[config.mk]
export PLATFORM = sky130hd
export DESIGN_NAME = xfer_done_evgen
export DESIGN_NICKNAME = d
export VERILOG_FILES = /design/src/rtl/evgen_pkg.sv /design/src/rtl/evgen_req_counter.sv /design/src/rtl/evgen_flag_fifo.sv /design/src/rtl/evgen_qualifier.sv /design/src/rtl/xfer_done_evgen.sv
export SDC_FILE = /design/constraint.sdc
export NUM_CORES = 1
export LEC_CHECK = 0
export BUFFER_PORTS_ARGS = -buffer_cell sky130_fd_sc_hd__buf_2
export CAP_MARGIN = 20
export CORE_UTILIZATION = 60
export DETAILED_ROUTE_END_ITERATION = 8
export HOLD_SLACK_MARGIN = 0.02
export PLACE_DENSITY_LB_ADDON = 0.2
export SLEW_MARGIN = 20
export SYNTH_ARGS = -nofsm -noshare
export SYNTH_HDL_FRONTEND = slang
export SYNTH_SLANG_ARGS = --single-unit
[constraint.sdc]
create_clock -name clk -period 8.73 [get_ports clk]
set_clock_uncertainty 0.15 [all_clocks]
set_input_delay 1.746 -clock clk [delete_from_list [all_inputs] [get_ports clk]]
set_output_delay 1.746 -clock clk [all_outputs]
set_load 0.01 [all_outputs]
[src/rtl/evgen_pkg.sv]
// Package: shared types for the completion event generator.
// Assumes: nothing beyond standard SystemVerilog.
package evgen_pkg;

    typedef enum logic {
        SYNC_ARRAY = 1'b0,
        SYNC_FRAME = 1'b1
    } sync_mode_e;

    // Options latched when a parameter set starts
    typedef struct packed {
        logic       fin;
        logic       mid;
        logic       early;
        logic [5:0] code;
    } evt_cfg_t;

endpackage

[src/rtl/evgen_req_counter.sv]
// Module: evgen_req_counter
// Computes how many requests the parameter set issues and counts down
// on each accepted submission, marking the final one.
// Assumes: start has priority over a submission in the same cycle.
module evgen_req_counter
    import evgen_pkg::*;
#(
    parameter int CNT_W = 16,
    localparam int TOT_W = 2 * CNT_W
) (
    input  logic             clk,
    input  logic             rst_n,
    input  logic             start,
    input  sync_mode_e       mode,
    input  logic [CNT_W-1:0] cnt_b,
    input  logic [CNT_W-1:0] cnt_c,
    input  logic             sub,
    output logic             sub_ok,
    output logic             sub_last,
    output logic [TOT_W-1:0] remaining
);

    logic [TOT_W-1:0] total;
    logic [TOT_W-1:0] rem_q;

    // Request total for the selected synchronization mode
    always_comb begin
        if (mode == SYNC_FRAME)
            total = {{CNT_W{1'b0}}, cnt_c};
        else
            total = TOT_W'(cnt_b) * TOT_W'(cnt_c);
    end

    // Accept a submission only while requests remain and no start is present
    always_comb begin
        sub_ok   = sub && !start && (rem_q != '0);
        sub_last = (rem_q == TOT_W'(1));
    end

    // Load on start, decrement on each accepted submission
    always_ff @(posedge clk) begin
        if (!rst_n)
            rem_q <= '0;
        else if (start)
            rem_q <= total;
        else if (sub_ok)
            rem_q <= rem_q - TOT_W'(1);
    end

    assign remaining = rem_q;

endmodule

[src/rtl/evgen_flag_fifo.sv]
// Module: evgen_flag_fifo
// Holds the last-request flag of each outstanding request in order.
// Assumes: a push while full without a pop is dropped; pop on empty is ignored.
module evgen_flag_fifo #(
    parameter int DEPTH = 8,
    localparam int PTR_W = (DEPTH > 1) ? $clog2(DEPTH) : 1,
    localparam int CNT_W = $clog2(DEPTH + 1)
) (
    input  logic             clk,
    input  logic             rst_n,
    input  logic             flush,
    input  logic             push,
    input  logic             din,
    input  logic             pop,
    output logic             pop_ok,
    output logic             dout,
    output logic [CNT_W-1:0] count
);

    logic [DEPTH-1:0] store_q;
    logic [PTR_W-1:0] rd_q;
    logic [PTR_W-1:0] wr_q;
    logic [CNT_W-1:0] cnt_q;
    logic             push_ok;

    // Qualify the strobes against occupancy
    always_comb begin
        pop_ok  = pop && !flush && (cnt_q != '0);
        push_ok = push && !flush && ((cnt_q != CNT_W'(DEPTH)) || pop_ok);
        dout    = store_q[rd_q];
    end

    // Pointer advance with wrap at DEPTH
    function automatic logic [PTR_W-1:0] nxt(input logic [PTR_W-1:0] p);
        if (p == PTR_W'(DEPTH - 1))
            return '0;
        return p + PTR_W'(1);
    endfunction

    // Write a flag into its slot
    always_ff @(posedge clk) begin
        if (!rst_n)
            store_q <= '0;
        else if (push_ok)
            store_q[wr_q] <= din;
    end

    // Pointers and occupancy
    always_ff @(posedge clk) begin
        if (!rst_n || flush) begin
            rd_q  <= '0;
            wr_q  <= '0;
            cnt_q <= '0;
        end else begin
            if (push_ok)
                wr_q <= nxt(wr_q);
            if (pop_ok)
                rd_q <= nxt(rd_q);
            case ({push_ok, pop_ok})
                2'b10:   cnt_q <= cnt_q + CNT_W'(1);
                2'b01:   cnt_q <= cnt_q - CNT_W'(1);
                default: cnt_q <= cnt_q;
            endcase
        end
    end

    assign count = cnt_q;

endmodule

[src/rtl/evgen_qualifier.sv]
// Module: evgen_qualifier
// Latches the options at start and turns classified requests into
// one-cycle events that carry the completion code.
// Assumes: only one of the two request paths is active, as chosen by early.
module evgen_qualifier
    import evgen_pkg::*;
(
    input  logic       clk,
    input  logic       rst_n,
    input  logic       start,
    input  evt_cfg_t   cfg_in,
    input  logic       early_hit,
    input  logic       early_last,
    input  logic       norm_hit,
    input  logic       norm_last,
    output logic       early_mode,
    output logic [5:0] code_now,
    output logic       evt_valid,
    output logic [5:0] evt_code
);

    evt_cfg_t cfg_q;
    logic     hit;
    logic     is_last;
    logic     fire;

    // Latch the options of the parameter set
    always_ff @(posedge clk) begin
        if (!rst_n)
            cfg_q <= '0;
        else if (start)
            cfg_q <= cfg_in;
    end

    // Choose the path and decide whether the request earns an event
    always_comb begin
        hit     = cfg_q.early ? early_hit  : norm_hit;
        is_last = cfg_q.early ? early_last : norm_last;
        fire    = hit && !start && (is_last ? cfg_q.fin : cfg_q.mid);
    end

    // Register the event and its code
    always_ff @(posedge clk) begin
        if (!rst_n) begin
            evt_valid <= 1'b0;
            evt_code  <= '0;
        end else begin
            evt_valid <= fire;
            evt_code  <= fire ? cfg_q.code : 6'd0;
        end
    end

    assign early_mode = cfg_q.early;
    assign code_now   = cfg_q.code;

endmodule

[src/rtl/xfer_done_evgen.sv]
// Module: xfer_done_evgen (top)
// Tracks the requests of one parameter set and emits completion events
// for the final and/or intermediate requests, on submission or completion.
// Assumes: completions return in submission order, and no more than
// FIFO_DEPTH requests are outstanding in normal-completion mode.
module xfer_done_evgen
    import evgen_pkg::*;
#(
    parameter int CNT_W      = 16,
    parameter int FIFO_DEPTH = 8,
    localparam int TOT_W     = 2 * CNT_W,
    localparam int OCC_W     = $clog2(FIFO_DEPTH + 1)
) (
    input  logic             clk,
    input  logic             rst_n,
    input  logic             start,
    input  logic             sync_ab,
    input  logic [CNT_W-1:0] cnt_b,
    input  logic [CNT_W-1:0] cnt_c,
    input  logic             fin_en,
    input  logic             mid_en,
    input  logic             early_en,
    input  logic [5:0]       code,
    input  logic             req_sub,
    input  logic             req_cmp,
    output logic             evt_valid,
    output logic [5:0]       evt_code
);

    logic             sub_ok;
    logic             sub_last;
    logic [TOT_W-1:0] remaining;
    logic             early_q;
    logic [5:0]       code_q;
    logic             pop_ok;
    logic             head_last;
    logic [OCC_W-1:0] occ;
    evt_cfg_t         cfg_in;
    sync_mode_e       mode;

    // Pack the start-time options
    always_comb begin
        cfg_in = '{fin: fin_en, mid: mid_en, early: early_en, code: code};
        mode   = sync_ab ? SYNC_FRAME : SYNC_ARRAY;
    end

    evgen_req_counter #(.CNT_W(CNT_W)) u_cnt (
        .clk       (clk),
        .rst_n     (rst_n),
        .start     (start),
        .mode      (mode),
        .cnt_b     (cnt_b),
        .cnt_c     (cnt_c),
        .sub       (req_sub),
        .sub_ok    (sub_ok),
        .sub_last  (sub_last),
        .remaining (remaining)
    );

    evgen_flag_fifo #(.DEPTH(FIFO_DEPTH)) u_fifo (
        .clk    (clk),
        .rst_n  (rst_n),
        .flush  (start),
        .push   (sub_ok && !early_q),
        .din    (sub_last),
        .pop    (req_cmp && !early_q),
        .pop_ok (pop_ok),
        .dout   (head_last),
        .count  (occ)
    );

    evgen_qualifier u_qual (
        .clk        (clk),
        .rst_n      (rst_n),
        .start      (start),
        .cfg_in     (cfg_in),
        .early_hit  (sub_ok),
        .early_last (sub_last),
        .norm_hit   (pop_ok),
        .norm_last  (head_last),
        .early_mode (early_q),
        .code_now   (code_q),
        .evt_valid  (evt_valid),
        .evt_code   (evt_code)
    );

endmodule

==> flow_metrics.env <==
export IMPL_status="finished clean"
export IMPL_track_usage_pct=30.4
export IMPL_max_stage_delay_ps=540
export IMPL_worst_slack_ps=1040
export IMPL_cts_root_buf="clkbuf_16"
export IMPL_die_area_um2=20300
export IMPL_tns_ps=0
export IMPL_drt_first_pass_iters=5
export IMPL_initial_core_util_pct=62.2
export IMPL_wl_mm=28.5
export IMPL_numCtsBuffers=9
export IMPL_worst_path_max_fanout=17
export IMPL_rows=50
export IMPL_whs_ps=307
export IMPL_powerDensity_nw_per_um2=398
export IMPL_clk_pin_slew_worst_paths_ps=60
export IMPL_postCtsHoldBufs=0
export IMPL_synth_edf_count=0
export IMPL_final_hold_viol_count=0
export IMPL_ys_flop_type="dfxtp_1"
export IMPL_postCtsSetupRepairBufs=0
export IMPL_routed_via_density=5.74
export IMPL_start_kind="input pin"
export IMPL_grt_pass1_wl_mm=47.7
export IMPL_path_cells="buf_2, nand2_1, fa_1, inv_1, fa_1, inv_1, fa_1, inv_1, fa_1, fa_1, inv_1, fa_1, inv_1, ha_1, a21oi_1, o21ai_0, a221oi_1, a41oi_1, a211o_1, a21oi_1, xor2_1, o22ai_1"
export IMPL_core_area_um2=19000
export IMPL_crit_type="input pin to flop"
export IMPL_preCtsSetupSlack_ps=704
export IMPL_die_x_um=142
export IMPL_end_kind="flop"
export IMPL_fin_crit_sh_pct=88.1
export IMPL_grt_ovfl_total=0
export IMPL_startpoint="cnt_c[8]"
export IMPL_port_buffers=53
export IMPL_finalPower_uw=4990
export IMPL_hpwl_mm=21.9
export IMPL_seq_area_frac_synth_pct=11.2
export IMPL_vias=9368
export IMPL_max_freq_mhz=130
export IMPL_synth_warnings=0
export IMPL_post_cts_resize_count=0
export IMPL_insertion_delay_ps=330
export IMPL_area_growth_syn_to_layout_pct=5.95
export IMPL_setup_viol=0
export IMPL_antenna_found_initial=0
export IMPL_crit_path_frequent_cell="fa_1"
export IMPL_drive_above_1_share_pct=5.98
export IMPL_cts_buffer_depth=2
export IMPL_drtIter0Drc=586
export IMPL_synthDistinctLibCells=66
export IMPL_cts_tree="yes"
export IMPL_synth_async_reset_ratio_pct=0
export IMPL_maxCapViolations=0
export IMPL_final_cell_mix="239 x inv_1, 195 x fa_1, 185 x nand2_1"
export IMPL_io_pins=54
export IMPL_wl_per_cell_um=17.5
export IMPL_grt_max_degree=43
export IMPL_drc=0
export IMPL_ant_nets=0
export IMPL_synthCells=1356
export IMPL_synthesis_area_um2=11800
export IMPL_crit_arrival_ps=7730
export IMPL_hp_class="flop to flop"
export IMPL_grt_pass1_vias=9886
export IMPL_reg2reg_slack_ps=4430
export IMPL_syn_nets=1712
export IMPL_ys_ff_latch=66
export IMPL_vdd_drop_max_mv=0.472
export IMPL_fin_crit_ps=7690
export IMPL_die_y_um=142
export IMPL_final_max_slew_viol_count=0
export IMPL_layout_commonest_cell="inv_1"
export IMPL_htreeDepth=3
export IMPL_required_ps=8770
export IMPL_rsz0062_at_grt="false"
export IMPL_slew_limit_headroom_pct=47.1
export IMPL_r2r_start="u_cnt.remaining[2]"
export IMPL_diodes=0
export IMPL_p_leak_uw=0.00623
export IMPL_nets=1724
export IMPL_worstHoldStart="u_qual.code_now[2]"
export IMPL_crit_slowest_cell="fa_1"
export IMPL_routabilityCongestion=0.896
export IMPL_cts_sinks=66
export IMPL_worstMarginPinSlew_ps=792
export IMPL_avgSynthCellArea_um2=8.73
[metal layers]
layer	GRT usage, %	share of wire, %
met1	38.7	42
met3	4.41	5.3
met5	0	0
met2	52.0	49
met4	12.2	3.7
[worst max-delay path: cells and delay by family]
kind	cells	cell delay [ps]
adder cells (fa/ha/maj)	7	3360
XOR/XNOR	1	170
AO/OA/AOI/OAI	7	1710
AND/OR/NAND/NOR	1	140
buffers and inverters	6	600
[through the flow]
step / utilization (%) / cells / cell area [um2]
6_report: 65.9 / 1632 / 12500
4_1_cts: 65.9 / 1632 / 12500
5_1_grt: 65.9 / 1632 / 12500
2_1_floorplan: - / 1356 / 11800
3_5_place_dp: 64.3 / 1617 / 12200
3_3_place_gp: 64.3 / 1617 / 12200
[path summary, 6_finish.rpt]
kind                         endpoint  cells after the start
setup / recovery  u_cnt.remaining[29]                     22
hold reg to reg    u_qual.evt_code[2]                      1
setup reg to reg      u_fifo.count[3]                     12
hold / removal     u_qual.evt_code[2]                      1
[logic make-up (layout without fill, tap and decap cells)]
group / count (synthesis) / after routing / share of synthesized area, %
simple gates: 438 / 438 / 18.5
fa+ha+maj: 309 / 309 / 45.1
buf+inv: 295 / 311 / 9.44
compound gates: 173 / 173 / 9.86
flops: 66 / 66 / 11.2
xor+xnor: 53 / 53 / 3.92
mux: 22 / 22 / 2.10
[area by class of cell]
type / instances / area, um2
multi-input combinational: 995 / 9390
clock buffer: 9 / 225
inverter: 240 / 901
tap: 260 / 325
sequential: 66 / 1320
clock inverter: 6 / 82.6
timing repair buffer: 56 / 288
fill: 1610 / 6480
[synthesized netlist by cell type (all sizes together), types with 17 or more instances]
cell	number	area share, %
clkbuf	51	1.6
mux2i	17	1.4
dfxtp	66	11
nand2	185	5.9
xnor2	28	2.1
a21oi	44	1.9
and2	123	6.5
fa	195	33
ha	114	12
xor2	25	1.9
o21ai	35	1.5
nor2	42	1.3
inv	239	7.6
[registers in the layout, indices dropped and copies added (netlist names)]
register and cells:
u_qual.evt_code 6, u_qual.cfg_q 2, u_fifo.store_q 8, u_fifo.wr_q 3, u_cnt.remaining 32, u_qual.early_mode 1, u_qual.evt_valid 1, u_fifo.rd_q 3
u_fifo.count 4, u_qual.code_now 6
[power by group]
part / switching [uW] / internal (uW) / leakage, uW
clock network: 131 / 247 / 0.000151
registers: 38.4 / 343 / 0.000539
logic: 2430 / 1800 / 0.00554
Note: power is estimated with default switching activity, not from simulation.
